File: config.mk
export PLATFORM = sky130hd
export DESIGN_NAME = led_status_driver
export DESIGN_NICKNAME = d
export VERILOG_FILES = /design/src/rtl/led_status_driver.sv
export SDC_FILE = /design/constraint.sdc
export NUM_CORES = 1
export LEC_CHECK = 0
export ABC_AREA = 1
export BUFFER_PORTS_ARGS = -buffer_cell sky130_fd_sc_hd__buf_2
export CAP_MARGIN = 15
export CELL_PAD_IN_SITES_DETAIL_PLACEMENT = 0
export CELL_PAD_IN_SITES_GLOBAL_PLACEMENT = 1
export CORE_ASPECT_RATIO = 1.4
export CORE_MARGIN = 1.5
export CORE_UTILIZATION = 40
export CTS_BUF_LIST = sky130_fd_sc_hd__clkbuf_8
export CTS_CLUSTER_DIAMETER = 150
export CTS_CLUSTER_SIZE = 25
export DETAILED_ROUTE_END_ITERATION = 8
export PLACE_DENSITY_LB_ADDON = 0.1
export SYNTH_ARGS = -nofsm -noshare
export SYNTH_HDL_FRONTEND = slang
export SYNTH_SLANG_ARGS = --single-unit
File: constraint.sdc
create_clock -name clk -period 2.02 [get_ports clk]
set_input_delay 0.404 -clock clk [delete_from_list [all_inputs] [get_ports clk]]
set_output_delay 0.404 -clock clk [all_outputs]
set_load 0.01 [all_outputs]
File: src/rtl/led_status_driver.sv
module led_status_driver #(
  parameter int STRETCH_CYCLES = 2_500_000,
  parameter int SQE_CYCLES     = 200_000
) (
  input  logic        clk,
  input  logic        rst_n,
  input  logic        reg_wr_en,
  input  logic [31:0] reg_wr_data,
  output logic [31:0] reg_rd_data,
  input  logic        ev_collision,
  input  logic        ev_jabber,
  input  logic        ev_rx_active,
  input  logic        ev_rx_pol_rev,
  input  logic        ev_tx_active,
  input  logic        ev_rx_addr_match,
  input  logic        link_pass,
  input  logic        aui_sel,
  output logic        led_drive,
  output logic        led_oe
);
  localparam int HW = $clog2(STRETCH_CYCLES + 1);
  localparam int SW = $clog2(SQE_CYCLES + 1);

  logic [5:0]    ev_en;
  logic          stretch_en, led_dis, led_pol;
  logic          tx_q, cond_q;
  logic [SW-1:0] sqe_cnt;
  logic [HW-1:0] hold_cnt;

  always_ff @(posedge clk or negedge rst_n)
    if (!rst_n) begin
      ev_en      <= 6'h10;
      stretch_en <= 1'b1;
      led_dis    <= 1'b0;
      led_pol    <= 1'b0;
    end else if (reg_wr_en) begin
      ev_en      <= reg_wr_data[5:0];
      stretch_en <= reg_wr_data[7];
      led_dis    <= reg_wr_data[13];
      led_pol    <= reg_wr_data[14];
    end

  wire tx_fall  = tx_q & ~ev_tx_active;
  wire col_mask = aui_sel & ~ev_tx_active & (tx_fall | (sqe_cnt != '0));

  wire [5:0] ev_vec = {ev_rx_addr_match, ev_tx_active, ev_rx_pol_rev & link_pass,
                       ev_rx_active, ev_jabber, ev_collision & ~col_mask};
  wire cond = |(ev_vec & ev_en);

  always_ff @(posedge clk or negedge rst_n)
    if (!rst_n) begin
      tx_q    <= 1'b0;
      sqe_cnt <= '0;
    end else begin
      tx_q <= ev_tx_active;
      if (ev_tx_active)          sqe_cnt <= '0;
      else if (tx_fall)          sqe_cnt <= SW'(SQE_CYCLES - 1);
      else if (sqe_cnt != '0)    sqe_cnt <= sqe_cnt - 1'b1;
    end

  always_ff @(posedge clk or negedge rst_n)
    if (!rst_n) begin
      cond_q   <= 1'b0;
      hold_cnt <= '0;
    end else begin
      cond_q <= cond;
      if (cond & ~cond_q)        hold_cnt <= HW'(STRETCH_CYCLES);
      else if (hold_cnt != '0)   hold_cnt <= hold_cnt - 1'b1;
    end

  wire led_active = ~led_dis & (cond | (stretch_en & (hold_cnt != '0)));

  assign led_oe      = led_pol | led_active;
  assign led_drive   = led_pol & led_active;
  assign reg_rd_data = {16'h0, cond, led_pol, led_dis, 5'b0, stretch_en, 1'b0, ev_en};

  assert_od_never_high_R3: assert property (@(posedge clk) disable iff (!rst_n)
    (!led_pol && led_oe) |-> !led_drive) else $error("open-drain pin driven high");

  assert_dis_od_float_R5: assert property (@(posedge clk) disable iff (!rst_n)
    (led_dis && !led_pol) |-> !led_oe) else $error("disabled open-drain pin enabled");

  assert_dis_tp_low_R5: assert property (@(posedge clk) disable iff (!rst_n)
    (led_dis && led_pol) |-> (led_oe && !led_drive)) else $error("disabled totem pin active");

  assert_sqe_masks_col_R7: assert property (@(posedge clk) disable iff (!rst_n)
    (aui_sel && $fell(ev_tx_active) && ev_en == 6'b000001) |-> !reg_rd_data[15])
    else $error("collision visible at start of masking window");

  assert_stretch_holds_R8: assert property (@(posedge clk) disable iff (!rst_n)
    ($rose(reg_rd_data[15]) && stretch_en && !led_dis) |=> (led_active || !stretch_en || led_dis))
    else $error("stretch did not hold pin active");
endmodule

[Yosys cells after proc, flatten, opt, wreduce, memory -nomap -nowiden]
Index checks and enable logic that the tools add are counted.
Word-level totals
  bits in registers: 51
Operators by class
  $add $sub $neg: 2
  reduce and logical (&&, ||, !) cells: 5
  multiplexer cells: 5
  bitwise operators: 17
Operator list (count)
  2-to-1 mux 18 bit: 3
  2-to-1 mux 22 bit: 2
  nonzero test 22 bit: 1
  subtractor 22 x 1 -> 22 bit (second input constant): 1
  nonzero test 18 bit: 1
  subtractor 18 x 1 -> 18 bit (second input constant): 1
  bitwise AND 1 bit: 9
  bitwise AND 6 bit: 1
  OR reduction 6 bit: 1
  NOT 1 bit: 4
  bitwise OR 1 bit: 3
  nonzero test 3 bit: 1
  nonzero test 2 bit: 1

[Depth between registers and ports, before layout]
Gate-level depths: netlist of the first run.
  word-level depth: 11
  mapped depth: 11
  mapped depth without buffers: 11

[Least setup slack after synthesis of the first run]
No wires, ideal clock.
  path type: flip-flop to output port
  start: register hold_cnt[0]
  end: output port led_oe
  arrival time: 1329 ps
  cell stages (with the launch flop): 10
  path slack: 287 ps
  path buffers: 0
  cells stage by stage: dfrtp_1 -> inv_1 -> ha_1 -> nand2_1 -> nor2_1 -> nand3_2 -> nand2_1 -> nand3_1 -> nand2_1 -> nand2_1
Between the ends
  longest elaborated chain between the ends: 5
RTL lines
  start: declaration: line 28  | logic [HW-1:0] hold_cnt;
  start signal: assignment: line 67  | if (cond & ~cond_q) hold_cnt <= HW'(STRETCH_CYCLES);
  start signal: assignment: line 68  | else if (hold_cnt != '0) hold_cnt <= hold_cnt - 1'b1;
  nonzero test 22 bit: line 71  | wire led_active = ~led_dis & (cond | (stretch_en & (hold_cnt != '0)));
  bitwise AND 1 bit: line 71
  bitwise OR 1 bit: line 71
  bitwise AND 1 bit: line 71
  bitwise OR 1 bit: line 73  | assign led_oe = led_pol | led_active;
  end: declaration: line 19  | output logic led_oe
Every way passes these cells.

[Final worst setup path of the first run]
  start: register sqe_cnt[0]
  end: output port led_drive
Between the ends
  longest elaborated chain between the ends: 10
RTL lines
  start: declaration: line 27  | logic [SW-1:0] sqe_cnt;
  start signal: assignment: line 57  | else if (tx_fall) sqe_cnt <= SW'(SQE_CYCLES - 1);
  start signal: assignment: line 58  | else if (sqe_cnt != '0) sqe_cnt <= sqe_cnt - 1'b1;
  nonzero test 18 bit: line 44  | wire col_mask = aui_sel & ~ev_tx_active & (tx_fall | (sqe_cnt != '0));
  bitwise OR 1 bit: line 44
  bitwise AND 1 bit: line 44
  NOT 1 bit: line 47  | ev_rx_active, ev_jabber, ev_collision & ~col_mask};
  bitwise AND 1 bit: line 47
  bitwise AND 6 bit: line 48  | wire cond = |(ev_vec & ev_en);
  OR reduction 6 bit: line 48
  bitwise OR 1 bit: line 71
  bitwise AND 1 bit: line 71
  bitwise AND 1 bit: line 74  | assign led_drive = led_pol & led_active;
  end: declaration: line 18  | output logic led_drive,
Every way passes these cells.

==> results of run 1 <==
[what timing repair did]
action | in CTS | in global routing
hold endpoints to repair | 12 | 0
endpoints found under the setup margin | 3 | 4
setup buffers | 21 | 7
hold buffers | 1 | 0
gates cloned | 0 | 0
pin swaps | 9 | 3
resized for setup | 23 | 11
[sequential cells by signal, summed over array words and instances, names as in the netlist]
signal,count
led_pol,1
stretch_en,1
hold_cnt,22
sqe_cnt,18
tx_q,1
led_dis,1
ev_en,6
cond_q,1
[worst max-delay path: stages (launching register included)]
cell	delay (ns)
sky130_fd_sc_hd__dfrtp_1	0.42
sky130_fd_sc_hd__inv_2	0.09
sky130_fd_sc_hd__ha_4	0.14
sky130_fd_sc_hd__nand3_2	0.08
sky130_fd_sc_hd__nor2_2	0.12
sky130_fd_sc_hd__nand2_2	0.07
sky130_fd_sc_hd__nand3_2	0.08
sky130_fd_sc_hd__nand2_4	0.07
sky130_fd_sc_hd__nand3_4	0.07
sky130_fd_sc_hd__nand2_2	0.05
sky130_fd_sc_hd__nor2_1	0.07
sky130_fd_sc_hd__buf_2	0.13
[cells by family (layout without fill, tap and decap cells)]
family,count (synthesis),after routing,share of synthesized area (%)
xor gates and xnor gates,11,11,3.05
buffers and inverters,81,132,13.4
DFF,51,51,40.5
adders and majority gates,3,3,1.19
other,1,22,0.119
muxes,5,5,1.78
and+or+nand+nor,234,234,34.1
AOI/OAI and AO/OA,32,32,5.86
[routing by layer]
metal | vias to the layer above | global-route usage (%) | part of all wire (%)
met5 | - | 0 | 0
met3 | 17 | 2.70 | 1.5
met4 | 0 | 8.04 | 2.8
met2 | 29 | 39.2 | 57
met1 | 1346 | 20.3 | 38
li1 | 1425 | - | -
[report_power, final]
group	total (W)	switching, W	internal (W)
combinational	0.00106	0.000593	0.000467
sequential	0.00128	0.000128	0.00115
clock	0.000633	0.000356	0.000277
[layout make-up]
class | count | area (µm²)
clock buffer | 6 | 82.6
sequential | 51 | 1280
clock inverter | 2 | 12.5
multi-input combinational | 307 | 1630
tap | 100 | 125
fill | 809 | 3870
timing repair buffer | 74 | 512
inverter | 50 | 188
[layout by cell type, fill, tap and decap left out, drive strengths merged]
cell type | synthesis | routed
clkbuf | 2 | 6
xor2 | 7 | 7
nor4 | 2 | 2
nand3b | 3 | 3
dfrtp | 49 | 49
or2 | 4 | 4
dfstp | 2 | 2
o21ai | 20 | 20
mux2 | 5 | 5
a31o | 1 | 1
conb | 1 | 22
inv | 50 | 51
ha | 3 | 3
nor3 | 13 | 13
nor2 | 81 | 81
xnor2 | 4 | 4
nand3 | 38 | 38
buf | 29 | 73
a21oi | 8 | 8
clkinv | 0 | 1
a31oi | 2 | 2
dlygate4sd3 | 0 | 1
a22o | 1 | 1
nand2 | 85 | 85
nand4 | 8 | 8
[stage by stage]
step	hold slack (ns)	setup TNS, ns	power, W	util [%]	std cells
final	0.304	-0.114	0.00297	49.8	590
after detailed placement	0.323	0	0.00220	44.3	553
after global routing	0.315	-0.401	0.00322	49.8	590
after floorplan	0.108	0	0.00195	-	439
after global placement	0.322	0	0.00219	44.3	553
after CTS	0.290	-0.141	0.00297	48.6	583
[worst paths after layout]
kind	start	end	slack, ns	depth (start not counted)
max reg2reg	hold_cnt[1]	hold_cnt[6]	0.18	13
min in group asynchronous	rst_n	sqe_cnt[10]	0.51	2
min	reg_wr_data[3]	ev_en[3]	0.30	3
max	sqe_cnt[0]	led_drive	-0.07	11
min reg2reg	ev_en[4]	ev_en[4]	0.50	2
max in group asynchronous	rst_n	stretch_en	0.93	3
==> impl_metrics.toml, run 1 <==
[synthesis]
yosys-top-cells-area = "sky130_fd_sc_hd__dfrtp_1, sky130_fd_sc_hd__nand2_1, sky130_fd_sc_hd__nor2_1"
synth_top_area_cell = "sky130_fd_sc_hd__dfrtp_1"
synth.top_cells.by_count = "sky130_fd_sc_hd__nand2_1, sky130_fd_sc_hd__nor2_1, sky130_fd_sc_hd__dfrtp_1, sky130_fd_sc_hd__inv_1, sky130_fd_sc_hd__nand3_1"
synth_edf_count = 0
post_synth_instance_area_um2 = 3160
avgSynthCellArea_um2 = 7.56
synth-seq-area-share_pct = 40.5
async_reset_ff_share_pct = 100
yosys.area.top_type_share_pct = 38.8
ys_dominant_reg_cell = "sky130_fd_sc_hd__dfrtp_1"
synth-warning-count = 0
synth.distinct_cells = 36
synthesis.instances = 418
post-synth-top-count-cell = "sky130_fd_sc_hd__nand2_1"
ys_ff_latch = 51

[flow_run]
max_cap_violations = 0

[drt]
avgRoutedWirePerCell_um = 13.0
final_antenna_net_count = 0
drtIter0Drc = 112
drcViolationCount = 0
detailroute.via_count = 2817
wl_final_um = 7670
viasPerCell = 4.77
detailedRoute.firstPassIterationCount = 4

[critical_path]
worstSetupPathType = "reg2out"
critPathRequiredTime_ns = 1.62
worstSetupEndpointType = "output pin"
cp_max_fo = 3
crit_arrival_ns = 1.68
critical_path.startpoint_type = "flop"

[placement]
place.detailed.hpwl_um = 5650
dpl_cell_area_um2 = 3410
pre_cts_worst_setup_slack_ns = 0.163
gp_congestion = 0.830
io_buffers = 31

[timing]
report.final.slew_viol_count = 0
fmax_mhz = 479
worst_slack_ns = -0.0674
finalSetupViolCount = 2
period_share_pct = 103
rsz0062_at_grt = "true"
max_clock_skew_ns = 0.0130
fin_crit_ns = 2.09
report.final.hold_viol_count = 0

[cts]
htree_num_levels = 2
worstSkewPairLatency_ns = 0.31
clockRootBuffer = "sky130_fd_sc_hd__clkbuf_8"
tritoncts.num_buffers = 5
clk_pin_slew_worst_paths_ns = 0.10
cts.sink_count = 51
tritoncts = "yes"
clock_path_buffers = 2

[run_status]
failing_checks = "negative setup slack"
status = "complete, but fails checks"

[final_layout]
finish.net_count = 535
syn_to_final_growth_pct = 21.3
antenna-diode-count = 0
layout-drive-gt1-share_pct = 30.8
final_design_area_no_fill_um2 = 3830

[hold_path]
hp-class = "in2reg"

[power_and_ir_drop]
total_leakage_power_nw = 1.93
power-per-cell-area_nw_per_um2 = 776
vdd.ir_drop.worst_mv = 0.512

[floorplanning]
initial_utilization_pct = 41.0
rows = 38
fp.dieArea_um2 = 8450
fp.coreArea_um2 = 7700
die_y_um = 108
die_w_um = 78.1
ios = 77

[global_route]
globalRoute.totalOverflow = 0
maximum_number_of_pins_on_one_net_before_global_route_repair = 40
number_of_antenna_violations_at_the_first_check_in_global_routing = 0
first_global_vias = 2825
groute.usage.overall_pct = 19.7
grt_pass1_wl_um = 13000
Note: power is estimated with default switching activity, not from simulation.
==> inputs of run 2 (changes only) <==
--- a/config.mk
+++ b/config.mk
@@ -12,8 +12,7 @@
 export CELL_PAD_IN_SITES_GLOBAL_PLACEMENT = 1
 export CORE_ASPECT_RATIO = 1.4
 export CORE_MARGIN = 1.5
-export CORE_UTILIZATION = 40
-export CTS_BUF_LIST = sky130_fd_sc_hd__clkbuf_8
+export CORE_UTILIZATION = 42
 export CTS_CLUSTER_DIAMETER = 150
 export CTS_CLUSTER_SIZE = 25
 export DETAILED_ROUTE_END_ITERATION = 8
==> constraint.sdc (replaced) <==
create_clock -name clk -period 2.5 [get_ports clk]
set_input_delay 0.5 -clock clk [delete_from_list [all_inputs] [get_ports clk]]
set_output_delay 0.5 -clock clk [all_outputs]
set_load 0.01 [all_outputs]
==> impl_metrics.toml, run 2 (synthesis gave the netlist of run 1 again) <==
[run_status]
status = "completed"

[power_and_ir_drop]
comb_power_share_pct = 30.2
netSwitchingFraction_pct = 35.9
vdd.ir_drop.worst_mv = 0.399
fin_total_pwr_w = 0.00223
p_int_w = 0.00143
pwr-share-seq_pct = 46.1
total_leakage_power_nw = 1.72
clkPwrFrac_pct = 23.7
net-switching-power_w = 0.000801
power-per-cell-area_nw_per_um2 = 651

[critical_path]
critical_path.top_delay_family = "simple AND/OR/NAND/NOR gates"
timing.critical_path.mode_cell = "sky130_fd_sc_hd__nand2_1"
critPathRequiredTime_ns = 2.00
cp_cell_sequence = "inv_1 > ha_2 > nand2_2 > nor2_2 > nand3_2 > nand2_1 > nand3_1 > nand2_1 > nand2_1 > buf_2"
cp_max_fo = 4
crit_arrival_ns = 1.81
critical_path.startpoint_type = "flop"
worstSetupEndpointType = "output pin"
worstSetupPathType = "reg2out"
crit_slowest_cell = "sky130_fd_sc_hd__dfrtp_1"
path_buf_inv = 2
critical_path_max_stage_delay_ns = 0.42

[flow_run]
max_cap_violations = 0

[placement]
gp_congestion = 0.827
place.detailed.hpwl_um = 5520
io_buffers = 31
dpl_cell_area_um2 = 3320

[timing]
fin_crit_ns = 2.31
period_share_pct = 92.5
max_clock_skew_ns = 0.00770
worst_max_slew_pin_slew_ns = 0.553
report.final.hold_viol_count = 0
holdWs_ns = 0.191
accumulated_negative_setup_slack_ns = 0
report.final.slew_viol_count = 0
finalSetupViolCount = 0
fmax_mhz = 432
rsz0062_at_grt = "false"
slew_headroom_pct = 62.8

[drt]
final_antenna_net_count = 0
met3_length_um = 91
drcViolationCount = 0
avgRoutedWirePerCell_um = 13.0
met2_length_um = 4070
viasPerCell = 4.73
route.layer.met1.wl_um = 2810
wl_final_um = 7160
drtIter0Drc = 79
routed.top_layer = "met4"
detailedRoute.firstPassIterationCount = 4
detailroute.via_count = 2595

[cts]
clk_pin_slew_worst_paths_ns = 0.09
clockRootBuffer = "sky130_fd_sc_hd__clkbuf_8"
tritoncts = "yes"
cts.sink_count = 51
htree_num_levels = 2
worstSkewPairLatency_ns = 0.30
clock_path_buffers = 2
cts_setup_buffers = 0
hold_buffers = 0
tritoncts.num_buffers = 5

[floorplanning]
fp.coreArea_um2 = 7310
ios = 77
fp.dieArea_um2 = 8060
initial_utilization_pct = 43.2
rows = 37
die_w_um = 76.3
die_y_um = 106

[final_layout]
antenna-diode-count = 0
syn_to_final_growth_pct = 8.47
largest_reg_flops = 22
layout-drive-gt1-share_pct = 19.9
mostFrequentLayoutCell = "sky130_fd_sc_hd__nand2_1"
finish.net_count = 497
regArea_um2 = 1280
layout_top_registers = "hold_cnt (22), sqe_cnt (18), ev_en (6)"
layout_common_cells = "sky130_fd_sc_hd__nand2_1, sky130_fd_sc_hd__nor2_1, sky130_fd_sc_hd__dfrtp_1"
multiInputGateArea_um2 = 1540
finalCoreUtilization_pct = 46.9
top_register = "hold_cnt"
filler_cell_count = 809
final_design_area_no_fill_um2 = 3430

[global_route]
grt_pass1_wl_um = 12100
maximum_number_of_pins_on_one_net_before_global_route_repair = 27
globalRoute.totalOverflow = 0
groute.usage.overall_pct = 18.9
first_global_vias = 2625
number_of_antenna_violations_at_the_first_check_in_global_routing = 0

[hold_path]
hp-class = "in2async"
## run 2: cell count changes in the layout (fill, tap and decap cells not counted), moves of 2 or more
cell / delta
sky130_fd_sc_hd__nor2_1: +12
sky130_fd_sc_hd__nor2_4: -2
sky130_fd_sc_hd__inv_1: +2
sky130_fd_sc_hd__inv_2: -3
sky130_fd_sc_hd__buf_12: -2
sky130_fd_sc_hd__nand3_1: +3
sky130_fd_sc_hd__nand2_2: -4
sky130_fd_sc_hd__nor2_2: -10
sky130_fd_sc_hd__nand2_1: +4
sky130_fd_sc_hd__nand3_2: -2
sky130_fd_sc_hd__buf_4: -35
## run 2: power by group through the flow
| stage | clock (W) | combinational, W | sequential, W |
|---|---|---|---|
| 2_1_floorplan | 0 | 0.000547 | 0.00103 |
| 3_5_place_dp | 0 | 0.000674 | 0.00104 |
| 3_3_place_gp | 0 | 0.000670 | 0.00104 |
| 5_1_grt | 0.000582 | 0.000783 | 0.00104 |
| 6_report | 0.000529 | 0.000675 | 0.00103 |
| 4_1_cts | 0.000555 | 0.000679 | 0.00103 |
## run 2: timing repair
item	4_1_cts	5_1_grt
setup endpoints to repair	0	2
endpoints found under the hold margin	0	0
resized for setup	0	4
## run 2: final timing paths
path / startpoint / end / slack, ns / cells past startpoint
max: hold_cnt[0] / led_oe / 0.19 / 10
min: rst_n / sqe_cnt[1] / 0.19 / 2
max reg2reg: hold_cnt[0] / hold_cnt[21] / 0.60 / 7
min reg2reg: ev_en[4] / ev_en[4] / 0.51 / 2
max in group asynchronous: rst_n / stretch_en / 1.99 / 2
min in group clk: reg_wr_data[14] / led_pol / 0.40 / 3
## run 2: area by class of cell
cell class                 instances  area share (%)
clock buffer                       7            2.81
clock inverter                     1           0.219
inverter                          50            5.47
multi-input combinational        307            45.0
sequential                        51            37.3
tap                               97            3.54
timing repair buffer              36            5.62
## run 2: layer usage
metal	global-route usage [%]	up-vias
met5	0	-
met4	7.67	0
met3	2.34	13
met2	37.9	22
met1	19.2	1217
li1	-	1343
## run 2: through the flow
stage | setup WS [ns] | instances
detailed placement | 0.436 | 541
floorplan | 0.648 | 439
global placement | 0.440 | 541
global route | 0.0215 | 549
CTS | 0.0872 | 549
finish | 0.186 | 549
## run 2: worst register-to-register path: cells and delay by family, from the launching register on
family / cells / cell delay (ns)
compound gates: 1 / 0.18
fa+ha+maj: 1 / 0.21
buf+inv: 2 / 0.26
flops: 1 / 0.42
simple gates: 3 / 0.70
